==> src/rtl/rs_pkg.sv <==
package rs_pkg;
  localparam int LANES = 2;

  typedef enum logic {
    CLS_ALU = 1'b0,
    CLS_MEM = 1'b1
  } op_class_e;
endpackage

==> src/rtl/rs_alloc.sv <==
// Finds free slots for the two insertion lanes and decides acceptance.
module rs_alloc #(
  parameter int N = 8
) (
  input  logic [N-1:0] busy,
  input  logic [1:0]   offer,
  input  logic         flush,
  output logic [N-1:0] slot0,
  output logic [N-1:0] slot1,
  output logic         accept
);
  localparam int CNT_W = $clog2(N + 1);
  localparam logic [N-1:0] ONE = {{(N-1){1'b0}}, 1'b1};

  logic [N-1:0]     free_v, first_oh, rest, second_oh;
  logic [CNT_W-1:0] free_cnt, want;

  assign free_v    = ~busy;
  assign first_oh  = free_v & (~free_v + ONE);
  assign rest      = free_v & ~first_oh;
  assign second_oh = rest & (~rest + ONE);

  always_comb begin
    free_cnt = '0;
    for (int i = 0; i < N; i++) free_cnt = free_cnt + CNT_W'(free_v[i]);
  end

  assign want   = CNT_W'(offer[0]) + CNT_W'(offer[1]);
  assign accept = !flush && (free_cnt >= want);

  always_comb begin
    slot0 = '0;
    slot1 = '0;
    if (accept) begin
      if (offer[0]) slot0 = first_oh;
      if (offer[1]) slot1 = offer[0] ? second_oh : first_oh;
    end
  end
endmodule

==> src/rtl/rs_pick.sv <==
// Oldest-first grant: older[i][j] set means entry j is older than entry i.
module rs_pick #(
  parameter int N = 8
) (
  input  logic [N-1:0]        req,
  input  logic [N-1:0][N-1:0] older,
  output logic [N-1:0]        gnt
);
  for (genvar i = 0; i < N; i++) begin : g_row
    assign gnt[i] = req[i] && !(|(req & older[i]));
  end
endmodule

==> src/rtl/rs_dispatch.sv <==
module rs_dispatch
  import rs_pkg::*;
#(
  parameter int ENTRIES = 8,
  parameter int TAG_W   = 6,
  parameter int OP_W    = 8
) (
  input  logic                    clk,
  input  logic                    rst,
  input  logic                    flush,
  input  logic [1:0]              in_valid,
  input  logic [1:0]              in_is_mem,
  input  logic [2*OP_W-1:0]       in_op,
  input  logic [2*TAG_W-1:0]      in_dst,
  input  logic [2*TAG_W-1:0]      in_src0,
  input  logic [1:0]              in_src0_rdy,
  input  logic [2*TAG_W-1:0]      in_src1,
  input  logic [1:0]              in_src1_rdy,
  output logic                    in_ready,
  input  logic                    wb_valid,
  input  logic [TAG_W-1:0]        wb_tag,
  output logic                    alu0_valid,
  output logic [OP_W-1:0]         alu0_op,
  output logic [TAG_W-1:0]        alu0_dst,
  output logic                    alu1_valid,
  output logic [OP_W-1:0]         alu1_op,
  output logic [TAG_W-1:0]        alu1_dst,
  output logic                    mem_valid,
  output logic [OP_W-1:0]         mem_op,
  output logic [TAG_W-1:0]        mem_dst
);
  localparam int N = ENTRIES;

  // Entry storage
  logic [N-1:0]          vld_q, r0_q, r1_q;
  op_class_e             cls_q [N];
  logic [OP_W-1:0]       op_q  [N];
  logic [TAG_W-1:0]      dst_q [N];
  logic [TAG_W-1:0]      s0_q  [N];
  logic [TAG_W-1:0]      s1_q  [N];
  logic [N-1:0][N-1:0]   older_q;

  // Lane decode
  logic [OP_W-1:0]  l_op  [LANES];
  logic [TAG_W-1:0] l_dst [LANES];
  logic [TAG_W-1:0] l_s0  [LANES];
  logic [TAG_W-1:0] l_s1  [LANES];
  logic [LANES-1:0] l_r0, l_r1;

  for (genvar k = 0; k < LANES; k++) begin : g_lane
    assign l_op[k]  = in_op[k*OP_W +: OP_W];
    assign l_dst[k] = in_dst[k*TAG_W +: TAG_W];
    assign l_s0[k]  = in_src0[k*TAG_W +: TAG_W];
    assign l_s1[k]  = in_src1[k*TAG_W +: TAG_W];
    assign l_r0[k]  = in_src0_rdy[k] | (wb_valid && (l_s0[k] == wb_tag));
    assign l_r1[k]  = in_src1_rdy[k] | (wb_valid && (l_s1[k] == wb_tag));
  end

  // Wakeup compare per entry
  logic [N-1:0] hit0, hit1, is_mem;
  for (genvar i = 0; i < N; i++) begin : g_wake
    assign hit0[i]   = wb_valid && (s0_q[i] == wb_tag);
    assign hit1[i]   = wb_valid && (s1_q[i] == wb_tag);
    assign is_mem[i] = (cls_q[i] == CLS_MEM);
  end

  // Allocation
  logic [N-1:0] alloc0, alloc1, alloc_any;
  rs_alloc #(.N(N)) u_alloc (
    .busy  (vld_q),
    .offer (in_valid),
    .flush (flush),
    .slot0 (alloc0),
    .slot1 (alloc1),
    .accept(in_ready)
  );
  assign alloc_any = alloc0 | alloc1;

  // Selection
  logic [N-1:0] rdy_v, alu_req, alu_req1, mem_req;
  logic [N-1:0] g_alu0, g_alu1, g_mem, gnt_any, keep_row;

  assign rdy_v    = vld_q & r0_q & r1_q;
  assign alu_req  = rdy_v & ~is_mem;
  assign mem_req  = rdy_v & is_mem;
  assign alu_req1 = alu_req & ~g_alu0;

  rs_pick #(.N(N)) u_pick_alu0 (.req(alu_req),  .older(older_q), .gnt(g_alu0));
  rs_pick #(.N(N)) u_pick_alu1 (.req(alu_req1), .older(older_q), .gnt(g_alu1));
  rs_pick #(.N(N)) u_pick_mem  (.req(mem_req),  .older(older_q), .gnt(g_mem));

  assign gnt_any  = g_alu0 | g_alu1 | g_mem;
  assign keep_row = vld_q & ~gnt_any;

  // Valid bits
  always_ff @(posedge clk) begin
    if (rst || flush) begin
      vld_q <= '0;
    end else begin
      for (int i = 0; i < N; i++) begin
        if (alloc_any[i])    vld_q[i] <= 1'b1;
        else if (gnt_any[i]) vld_q[i] <= 1'b0;
      end
    end
  end

  // Entry fields, readiness and age rows
  always_ff @(posedge clk) begin
    for (int i = 0; i < N; i++) begin
      if (alloc0[i]) begin
        cls_q[i]   <= in_is_mem[0] ? CLS_MEM : CLS_ALU;
        op_q[i]    <= l_op[0];
        dst_q[i]   <= l_dst[0];
        s0_q[i]    <= l_s0[0];
        s1_q[i]    <= l_s1[0];
        r0_q[i]    <= l_r0[0];
        r1_q[i]    <= l_r1[0];
        older_q[i] <= keep_row;
      end else if (alloc1[i]) begin
        cls_q[i]   <= in_is_mem[1] ? CLS_MEM : CLS_ALU;
        op_q[i]    <= l_op[1];
        dst_q[i]   <= l_dst[1];
        s0_q[i]    <= l_s0[1];
        s1_q[i]    <= l_s1[1];
        r0_q[i]    <= l_r0[1];
        r1_q[i]    <= l_r1[1];
        older_q[i] <= keep_row | alloc0;
      end else begin
        if (hit0[i]) r0_q[i] <= 1'b1;
        if (hit1[i]) r1_q[i] <= 1'b1;
        older_q[i] <= older_q[i] & ~alloc_any;
      end
    end
  end

  // Payload muxes
  logic [OP_W-1:0]  a0_op, a1_op, m_op;
  logic [TAG_W-1:0] a0_dst, a1_dst, m_dst;
  always_comb begin
    a0_op = '0; a1_op = '0; m_op = '0;
    a0_dst = '0; a1_dst = '0; m_dst = '0;
    for (int i = 0; i < N; i++) begin
      if (g_alu0[i]) begin a0_op |= op_q[i]; a0_dst |= dst_q[i]; end
      if (g_alu1[i]) begin a1_op |= op_q[i]; a1_dst |= dst_q[i]; end
      if (g_mem[i])  begin m_op  |= op_q[i]; m_dst  |= dst_q[i]; end
    end
  end

  // Registered issue ports
  always_ff @(posedge clk) begin
    if (rst || flush) begin
      alu0_valid <= 1'b0;
      alu1_valid <= 1'b0;
      mem_valid  <= 1'b0;
    end else begin
      alu0_valid <= |g_alu0;
      alu1_valid <= |g_alu1;
      mem_valid  <= |g_mem;
    end
    alu0_op  <= a0_op;
    alu0_dst <= a0_dst;
    alu1_op  <= a1_op;
    alu1_dst <= a1_dst;
    mem_op   <= m_op;
    mem_dst  <= m_dst;
  end
endmodule

==> config.mk <==
export PLATFORM = sky130hd
export DESIGN_NAME = rs_dispatch
export DESIGN_NICKNAME = d
export VERILOG_FILES = /design/src/rtl/rs_pkg.sv /design/src/rtl/rs_alloc.sv /design/src/rtl/rs_pick.sv /design/src/rtl/rs_dispatch.sv
export SDC_FILE = /design/constraint.sdc
export NUM_CORES = 1
export LEC_CHECK = 0
export ABC_AREA = 1
export BUFFER_PORTS_ARGS = -buffer_cell sky130_fd_sc_hd__buf_2
export CORE_ASPECT_RATIO = 0.75
export CORE_MARGIN = 2
export CORE_UTILIZATION = 25
export DETAILED_ROUTE_END_ITERATION = 8
export PLACE_DENSITY = 0.39
export SYNTH_ARGS = -nofsm -noshare
export SYNTH_HDL_FRONTEND = slang
export SYNTH_HIERARCHICAL = 1
export SYNTH_SLANG_ARGS = --single-unit
==> constraint.sdc <==
create_clock -name clk -period 10.5 [get_ports clk]
set_clock_uncertainty 0.15 [all_clocks]
set_input_delay 0.525 -clock clk [delete_from_list [all_inputs] [get_ports clk]]
set_output_delay 0.525 -clock clk [all_outputs]
set_load 0.02 [all_outputs]
==> results of run 1 <==
final timing paths:
| check | to | startpoint | slack (ns) |
|---|---|---|---|
| worst max-delay path | r0_q[4] | vld_q[6] | 4.48 |
| worst min-delay path | dst_q[0][12] | in_dst[0] | 0.19 |
| worst max register to register | r0_q[4] | vld_q[6] | 4.48 |
| worst min register to register | older_q[0] | older_q[0] | 0.36 |
cell families after synthesis:
kind of cell | after synthesis
xor gates and xnor gates | 31
DFF | 349
and+or+nand+nor | 1258
AOI/OAI and AO/OA | 537
adders and majority gates | 12
buffers and inverters | 500
state kept, by name, indices dropped and copies added, names as in the netlist, 48 cells and up:
| register | flops |
|---|---|
| op_q | 64 |
| s0_q | 48 |
| older_q | 64 |
| s1_q | 48 |
| dst_q | 48 |
stage by stage:
stage,total power (uW),std cells,utilization
finish,3340,3825,0.290
global route,3460,3825,0.290
CTS,3370,3825,0.290
detailed placement,1870,3749,0.273
global placement,1870,3749,0.273
floorplan,1750,2687,-
cell usage in the layout (no fill, tap or decap), types with 19 or more instances in the layout:
cell / Yosys / routed
nor3_1: 36 / 35
nand3_1: 121 / 121
a21oi_1: 86 / 86
edfxtp_1: 232 / 232
dfxtp_1: 117 / 117
o22ai_1: 54 / 54
o21ai_0: 302 / 302
buf_2: 54 / 115
clkbuf_16: 0 / 45
nand4_1: 19 / 19
nand2_1: 895 / 891
o211ai_1: 52 / 52
buf_4: 17 / 56
xor2_1: 23 / 23
nor2_1: 140 / 132
inv_1: 321 / 320
report_power, final:
part | switching (uW) | internal, uW | total [uW]
clock network | 629 | 866 | 1490
registers | 34.3 | 1520 | 1550
logic | 208 | 80.5 | 289
total | 871 | 2460 | 3340
final cells by class:
class | count | share of cell area
Sequential cell | 349 | 0.406
Multi-Input combinational cell | 1838 | 0.377
Tap cell | 1046 | 0.0570
Inverter | 345 | 0.0564
Clock buffer | 61 | 0.0534
Timing Repair Buffer | 171 | 0.0434
Clock inverter | 15 | 0.00682
worst max-delay path: stages (launching register included):
cell	delay (ns)
dfxtp_1	0.46
inv_1	0.13
fa_1	0.52
fa_1	0.58
ha_1	0.15
inv_1	0.05
fa_1	0.47
inv_1	0.04
ha_1	0.26
a21oi_1	0.06
nand2_1	0.07
nand2_1	0.05
inv_1	0.06
nand2_1	0.21
nor2_1	0.68
inv_2	0.25
nand2_2	0.92
inv_1	0.43
nand3_1	0.20
nand2_1	0.08
inv_1	0.05
layer usage:
metal  vias to the layer above  routed length [um]  track usage
met4                         4                2200       0.0553
met2                       835               37800        0.320
met5                         -                  26            0
met3                       146                6850       0.0364
li1                       8930                   -            -
met1                      9060               41600        0.303
cell usage after synthesis, types with 2 or more instances:
cell type | count | share of area
buf_2 | 54 | 0.013
o211ai_1 | 52 | 0.019
a221oi_1 | 14 | 0.0061
buf_4 | 17 | 0.0064
fa_1 | 4 | 0.0040
nand4_2 | 4 | 0.0025
buf_6 | 18 | 0.010
o221ai_1 | 2 | 0.00087
nand2_2 | 13 | 0.0041
buf_1 | 3 | 0.00056
nor2_2 | 8 | 0.0025
nand2_4 | 2 | 0.0011
o2111ai_1 | 9 | 0.0039
a211oi_1 | 2 | 0.00075
o21ai_1 | 8 | 0.0020
a21oi_2 | 3 | 0.0013
or2_2 | 5 | 0.0016
o21ai_0 | 302 | 0.075
nand3_2 | 2 | 0.0010
inv_1 | 321 | 0.060
nor2_4 | 2 | 0.0011
xnor2_1 | 8 | 0.0035
nor4_1 | 6 | 0.0019
nor2_1 | 140 | 0.026
clkbuf_2 | 2 | 0.00050
nor3_1 | 36 | 0.0090
o22ai_1 | 54 | 0.017
nor3_2 | 2 | 0.0010
clkbuf_1 | 61 | 0.011
a21oi_1 | 86 | 0.021
dfxtp_1 | 117 | 0.12
edfxtp_1 | 232 | 0.35
nand4_1 | 19 | 0.0059
nand2_1 | 895 | 0.17
nand3_1 | 121 | 0.030
a22o_1 | 3 | 0.0013
xor2_1 | 23 | 0.010
a31oi_1 | 2 | 0.00062
clkinv_1 | 8 | 0.0015
ha_1 | 8 | 0.0050
inv_2 | 16 | 0.0030
==> flow_metrics.env, run 1 <==
export IMPL_crit_required_ns=10.82
export IMPL_fillCellCount=8532
export IMPL_fin_nets=2828
export IMPL_synth_seq_area_share=0.464
export IMPL_dpl_cell_area_um2=21600
export IMPL_fp_dieH_um=249
export IMPL_hold_path_cell_count=3
export IMPL_rsz0062_at_grt="false"
export IMPL_synth_top_family_by_area="simple AND/OR/NAND/NOR gates"
export IMPL_fp_coreArea_um2=79100
export IMPL_clock_sinks=349
export IMPL_grt_pass1_vias=18000
export IMPL_die_area_um2=82600
export IMPL_ios=116
export IMPL_vias_per_cell=4.96
export IMPL_totalWireLength_um=88500
export IMPL_finalSetupViolations=0
export IMPL_tns_ns=0
export IMPL_start_util=0.254
export IMPL_dr_pass1_iters=6
export IMPL_synth_warnings=6
export IMPL_netlist_cell_type_count=44
export IMPL_r2r_cells=20
export IMPL_p_per_area_nw_per_um2=145
export IMPL_antenna_found_initial=3
export IMPL_max_cap_violations=0
export IMPL_drt_first_iter_violations=2282
export IMPL_dp_hpwl_um=61100
export IMPL_max_slew_margin=0.190
export IMPL_drive_gt1_frac=0.109
export IMPL_stdcell_area_um2=22900
export IMPL_cts_tree="built"
export IMPL_drc=0
export IMPL_wl_per_cell_um=23.1
export IMPL_max_freq_ghz=0.166
export IMPL_synth_seq_cells=349
export IMPL_ir_worst_vdd_uv=91.9
export IMPL_synthFlopType="edfxtp_1"
export IMPL_clock_path_buffers=3
export IMPL_grt_max_degree=56
export IMPL_synth_fp_nets=2769
export IMPL_syn_cell_area_um2=20100
export IMPL_path_clk_slew_ns=0.07
export IMPL_outcome="completed"
export IMPL_cts_max_level=2
export IMPL_ant_nets=0
export IMPL_muxShareOfSynthArea=0
export IMPL_synth_xor_area_share=0.0135
export IMPL_die_x_um=331
export IMPL_cp_start_kind="register"
export IMPL_portBuffers=115
export IMPL_cts_buffers_inserted=41
export IMPL_insertedDiodeCount=0
export IMPL_multi_input_area_um2=8660
export IMPL_end_kind="register"
export IMPL_setup_ws_ns=4.48
export IMPL_globalplace_congestion=0.901
export IMPL_finalCriticalPeriod_ns=6.02
export IMPL_final_seq_area_um2=9310
export IMPL_drv_slew=0
export IMPL_areaGrowthSynthToFinish_pct=14.3
export IMPL_syn_inst=2687
export IMPL_synthAdderAreaFrac=0.00897
export IMPL_post_cts_buffers=0
export IMPL_synth_compound_area_frac=0.150
export IMPL_worstSetupPathType="register to register"
export IMPL_route_vias_total=19000
export IMPL_rows=89
export IMPL_synthSimpleGateAreaFrac=0.257
export IMPL_cts_root_buf="clkbuf_16"
export IMPL_pre_cts_ws_ns=4.59
export IMPL_arrival_ns=6.34
export IMPL_avgSynthCellArea_um2=7.47
export IMPL_hold_ws_ns=0.190
export IMPL_worst_slew_pin_slew_ns=1.21
export IMPL_insertion_delay_ns=0.59
export IMPL_grt_usage=0.209
export IMPL_hold_viol=0
export IMPL_async_reset_ff_frac=0
export IMPL_hp_class="primary input to register"
export IMPL_critPathMaxFanout=55
export IMPL_synth_edf_count=232
export IMPL_leakagePower_uw=0.00989
export IMPL_cts_hold_buf=0
export IMPL_finalCritPeriodShare=0.574
export IMPL_grt_ovfl_total=0
export IMPL_grt_pass1_wl_um=128000
export IMPL_cts_resized=0
No activity file was read; power rests on OpenSTA's default activity.
==> run 2: changes to the inputs <==
Settings changed: ABC_AREA 1 to 0, PLACE_DENSITY 0.39 to 0.4.
Clock period 10.5 ns to 5.8 ns, I/O delays scaled along.
==> flow_metrics.env, run 2 <==
export IMPL_outcome="completed"
export IMPL_avgSynthCellArea_um2=11.3
export IMPL_dr_pass1_iters=6
export IMPL_synth_area_top_cells="edfxtp_1 (37%), mux2_2 (13%), dfxtp_1 (12%), a22oi_1 (9.6%), xnor2_1 (4.8%)"
export IMPL_syn_inst=1669
export IMPL_vias_per_cell=5.57
export IMPL_post_cts_buffers=0
export IMPL_synth_xor_area_share=0.0566
export IMPL_rr_startpoint="vld_q[3]"
export IMPL_cts_max_level=2
export IMPL_areaGrowthSynthToFinish_pct=19.2
export IMPL_max_slew_margin=0.179
export IMPL_globalplace_congestion=0.885
export IMPL_grt_pass1_wl_um=114000
export IMPL_hold_path_startpoint="in_op[4]"
export IMPL_clock_sinks=349
export IMPL_grt_max_degree=30
export IMPL_clock_path_buffers=3
export IMPL_finalSetupViolations=0
export IMPL_rsz0062_at_grt="false"
export IMPL_path_clk_slew_ns=0.06
export IMPL_synth_seq_cells=349
export IMPL_critPathMaxFanout=15
export IMPL_insertion_delay_ns=0.57
export IMPL_finalCriticalPeriod_ns=5.56
export IMPL_fillCellCount=7665
export IMPL_r2r_end="dst_q[0][2]"
export IMPL_rows=87
export IMPL_stdcell_area_um2=22500
export IMPL_r2r_slack_ns=0.24
export IMPL_totalWireLength_um=80700
export IMPL_synth_compound_area_frac=0.175
export IMPL_synthAdderAreaFrac=0.00955
export IMPL_max_cap_violations=0
export IMPL_hold_path_cell_count=2
export IMPL_r2r_cells=15
export IMPL_synth_edf_count=232
export IMPL_hold_viol=0
export IMPL_netlist_cell_type_count=50
export IMPL_layout_common_cells="a22oi_1 (241), edfxtp_1 (232), mux2_2 (216)"
export IMPL_drv_slew=0
export IMPL_fin_nets=1876
export IMPL_p_per_area_nw_per_um2=275
export IMPL_fp_coreArea_um2=75000
export IMPL_finalCritPeriodShare=0.958
export IMPL_yosys_cell_count_top_type="a22oi_1"
export IMPL_synth_fp_nets=1751
export IMPL_max_freq_ghz=0.180
export IMPL_utilization=0.300
export IMPL_dp_hpwl_um=52000
export IMPL_ir_worst_vdd_uv=160
export IMPL_start_util=0.252
export IMPL_worstSetupPathType="register to register"
export IMPL_drc=0
export IMPL_fp_dieH_um=242
export IMPL_crit_required_ns=5.97
export IMPL_grt_ovfl_total=0
export IMPL_dpl_cell_area_um2=20700
export IMPL_drive_gt1_frac=0.289
export IMPL_worst_slew_pin_slew_ns=1.23
export IMPL_cts_tree="built"
export IMPL_arrival_ns=5.72
export IMPL_end_kind="register"
export IMPL_netlist_area_leader_share=0.369
export IMPL_largestRegisters="older_q: 64 flops, op_q: 64 flops"
export IMPL_insertedDiodeCount=0
export IMPL_cp_start_kind="register"
export IMPL_synth_seq_area_share=0.493
export IMPL_synthTopCellsByCount="a22oi_1 (241), edfxtp_1 (232), mux2_2 (216)"
export IMPL_hp_class="primary input to register"
export IMPL_mostFrequentLayoutCell="a22oi_1"
export IMPL_tns_ns=0
export IMPL_cts_hold_buf=38
export IMPL_ant_nets=0
export IMPL_cts_buffers_inserted=41
export IMPL_portBuffers=115
export IMPL_synth_area_leader_cell="edfxtp_1"
export IMPL_async_reset_ff_frac=0
export IMPL_muxShareOfSynthArea=0.129
export IMPL_ios=116
export IMPL_die_area_um2=77700
export IMPL_synthFlopType="edfxtp_1"
export IMPL_route_vias_total=15600
export IMPL_grt_usage=0.202
export IMPL_hold_ws_ns=0.0170
export IMPL_syn_cell_area_um2=18900
export IMPL_holdPathEnd="op_q[1][20]"
export IMPL_leakagePower_uw=0.00800
export IMPL_final_seq_area_um2=9310
export IMPL_drt_first_iter_violations=1882
export IMPL_die_x_um=321
export IMPL_synth_top_family_by_area="compound AO/OA/AOI/OAI gates"
export IMPL_synthSimpleGateAreaFrac=0.0827
export IMPL_wl_per_cell_um=28.8
export IMPL_cts_root_buf="clkbuf_16"
export IMPL_multi_input_area_um2=8660
export IMPL_grt_pass1_vias=15400
export IMPL_cts_resized=0
export IMPL_antenna_found_initial=2
export IMPL_synth_warnings=6
[run 2: cell count changes after synthesis, moves of 25 or more]
cell	delta
a22oi_1	+241
o21ai_0	-277
nand3_1	-94
mux2_2	+216
nand4b_1	+25
nand4_1	+43
a21o_1	+57
nor2_1	-83
a21oi_1	+31
nand2_1	-829
o211ai_1	-51
xnor2_1	+95
inv_1	-289
o22ai_1	-52
[run 2: metal layers]
| metal | global-route usage | vias to the layer above | wire, um |
|---|---|---|---|
| li1 | - | 6644 | - |
| met1 | 0.304 | 7889 | 38300 |
| met2 | 0.288 | 894 | 33700 |
| met3 | 0.0375 | 191 | 6470 |
| met4 | 0.0638 | 2 | 2270 |
| met5 | 0 | - | 13 |
[run 2: power breakdown]
part / switching, uW / internal [uW]
combinational: 296 / 230
sequential: 104 / 2760
clock: 1110 / 1680
[run 2: critical path, stage by stage, from the launching register on]
cell and delay, ns:
dfxtp_1 0.34, inv_2 0.08, fa_1 0.49, fa_1 0.58, ha_1 0.16, inv_1 0.05
fa_1 0.47, inv_1 0.04, ha_1 0.28, a21o_1 0.19, o211ai_2 0.52, nor2_1 0.28
nor2b_4 0.51, buf_12 0.25, mux2_2 0.34, dlygate4sd3_1 0.55
[run 2: worst max-delay path by stage]
stage          startpoint     endpoint  slack [ns]  depth (start not counted)
2_1_floorplan    vld_q[4]  cls_q[0][2]        0.95                         15
3_3_place_gp     vld_q[6]  op_q[0][19]        0.66                         14
3_5_place_dp     vld_q[3]  op_q[0][19]        0.72                         14
4_1_cts          vld_q[3]  dst_q[0][2]        0.27                         15
5_1_grt          vld_q[3]   op_q[0][0]        0.03                         15
6_report         vld_q[3]  dst_q[0][2]        0.24                         15
[run 2: cells by family (layout without fill, tap and decap cells)]
family,after synthesis,in the layout
compound gates,477,477
mux,217,217
fa+ha+maj,12,12
buf+inv,201,358
flops,349,349
xor+xnor,122,122
simple gates,291,291
[run 2: through the flow]
| stage | setup WS [ns] | total power [uW] | std cells |
|---|---|---|---|
| floorplan | 0.952 | 3200 | 1669 |
| global placement | 0.664 | 3400 | 2692 |
| detailed placement | 0.719 | 3410 | 2692 |
| CTS | 0.273 | 6230 | 2805 |
| global route | 0.0271 | 6370 | 2805 |
| finish | 0.244 | 6180 | 2805 |
[run 2: cell type report]
cell class | count | area share
clock buffers | 50 | 0.0498
clock inverters | 25 | 0.0135
inverters | 40 | 0.00668
multi-input cells | 1119 | 0.385
flip-flops and latches | 349 | 0.414
well taps | 979 | 0.0545
repair buffers | 243 | 0.0764
==> run 3: changes to the inputs <==
Settings changed: CTS_BUF_LIST set to sky130_fd_sc_hd__clkbuf_4 sky130_fd_sc_hd__clkbuf_8, SETUP_SLACK_MARGIN set to 0.5.
==> flow_metrics.env, run 3 (same netlist as run 2, synthesis figures left out) <==
export IMPL_drv_slew=0
export IMPL_leakagePower_uw=0.00810
export IMPL_antenna_found_initial=1
export IMPL_p_total_uw=5840
export IMPL_insertion_delay_ns=0.69
export IMPL_vias_per_cell=5.50
export IMPL_start_util=0.252
export IMPL_worstSetupPathType="register to register"
export IMPL_fin_nets=1922
export IMPL_utilization=0.302
export IMPL_finalCritPeriodShare=0.890
export IMPL_rr_startpoint="vld_q[3]"
export IMPL_cts_max_level=2
export IMPL_grt_pass1_wl_um=115000
export IMPL_outcome="completed"
export IMPL_dp_hpwl_um=52000
export IMPL_critPathMaxFanout=20
export IMPL_layout_common_cells="a22oi_1 (241), edfxtp_1 (232), mux2_2 (216)"
export IMPL_drc=0
export IMPL_ir_worst_vdd_uv=154
export IMPL_largestRegisters="older_q: 64 flops, op_q: 64 flops"
export IMPL_grt_usage=0.203
export IMPL_end_kind="register"
export IMPL_fp_dieH_um=242
export IMPL_max_cap_violations=0
export IMPL_worst_slew_pin_slew_ns=1.17
export IMPL_r2r_slack_ns=0.64
export IMPL_areaGrowthSynthToFinish_pct=20.0
export IMPL_ios=116
export IMPL_hold_path_startpoint="flush"
export IMPL_fp_coreArea_um2=75000
export IMPL_drive_gt1_frac=0.304
export IMPL_finalCriticalPeriod_ns=5.16
export IMPL_cts_buffers_inserted=61
export IMPL_finalSetupViolations=0
export IMPL_globalplace_congestion=0.885
export IMPL_cp_start_kind="register"
export IMPL_grt_max_degree=30
export IMPL_arrival_ns=5.43
export IMPL_ant_nets=0
export IMPL_rows=87
export IMPL_path_clk_slew_ns=0.06
export IMPL_clock_path_buffers=3
export IMPL_cts_tree="built"
export IMPL_dpl_cell_area_um2=20700
export IMPL_tns_ns=0
export IMPL_grt_pass1_vias=15800
export IMPL_max_slew_margin=0.219
export IMPL_cts_root_buf="clkbuf_8"
export IMPL_fin_cells=2869
export IMPL_startpoint="vld_q[3]"
export IMPL_grt_ovfl_total=0
export IMPL_wl_per_cell_um=28.3
export IMPL_fillCellCount=7676
export IMPL_insertedDiodeCount=0
export IMPL_crit_required_ns=6.06
export IMPL_portBuffers=115
export IMPL_multi_input_area_um2=8700
export IMPL_rsz0062_at_grt="false"
export IMPL_hp_class="primary input to register"
export IMPL_mostFrequentLayoutCell="a22oi_1"
export IMPL_p_per_area_nw_per_um2=258
export IMPL_die_x_um=321
export IMPL_totalWireLength_um=81200
export IMPL_clock_sinks=349
export IMPL_die_area_um2=77700
export IMPL_hold_viol=0
export IMPL_dp_cells=2692
export IMPL_dr_pass1_iters=6
export IMPL_stdcell_area_um2=22600
export IMPL_final_seq_area_um2=9310
export IMPL_max_freq_ghz=0.194
export IMPL_route_vias_total=15800
export IMPL_drt_first_iter_violations=1897
run 3: critical path, stage by stage, from the launching register on:
cell and delay (ns):
dfxtp_1 0.34, inv_2 0.08, fa_1 0.49, fa_1 0.58, ha_1 0.16, inv_1 0.05, fa_1 0.47, inv_1 0.04
ha_1 0.27, a21o_1 0.23, o211ai_4 0.18, nor2_1 0.80, nor2b_4 0.30, buf_4 0.36, mux2_2 0.38
run 3: final timing paths:
path | cells past startpoint | end
worst max-delay path | 14 | op_q[0][27]
worst max register to register | 14 | op_q[0][27]
worst min register to register | 2 | older_q[45]
worst min-delay path | 3 | vld_q[5]
run 3: metrics by stage:
step                worst slack (ns)  hold slack, ns
finish                         0.637          0.0705
global route                   0.507          0.0426
CTS                            0.532         0.00896
detailed placement             0.719           0.336
global placement               0.664           0.331
floorplan                      0.952           0.292
run 3: routing by layer:
| metal | GRT usage | part of all wire |
|---|---|---|
| met1 | 0.302 | 0.47 |
| met2 | 0.292 | 0.42 |
| met3 | 0.0404 | 0.085 |
| met4 | 0.0642 | 0.029 |
| met5 | 0 | 0 |
run 3: layout make-up:
class,instances,share of cell area
sequential,349,0.411
multi-input combinational,1119,0.384
timing repair buffer,269,0.0875
tap,979,0.0541
clock buffer,91,0.0495
clock inverter,22,0.00713
inverter,40,0.00663
run 3: what timing repair did:
item,4_1_cts,5_1_grt
hold buffers,62,0
buffers inserted,0,2
hold endpoints to repair,226,0
resized for setup,0,7
setup endpoints to repair,0,35
run 3: report_power, final:
part           internal (uW)  leakage, uW  total [uW]  switching, uW
Combinational            240      0.00435         542            302
Clock                   1320     0.000682        2430           1110
Sequential              2760      0.00307        2860            104
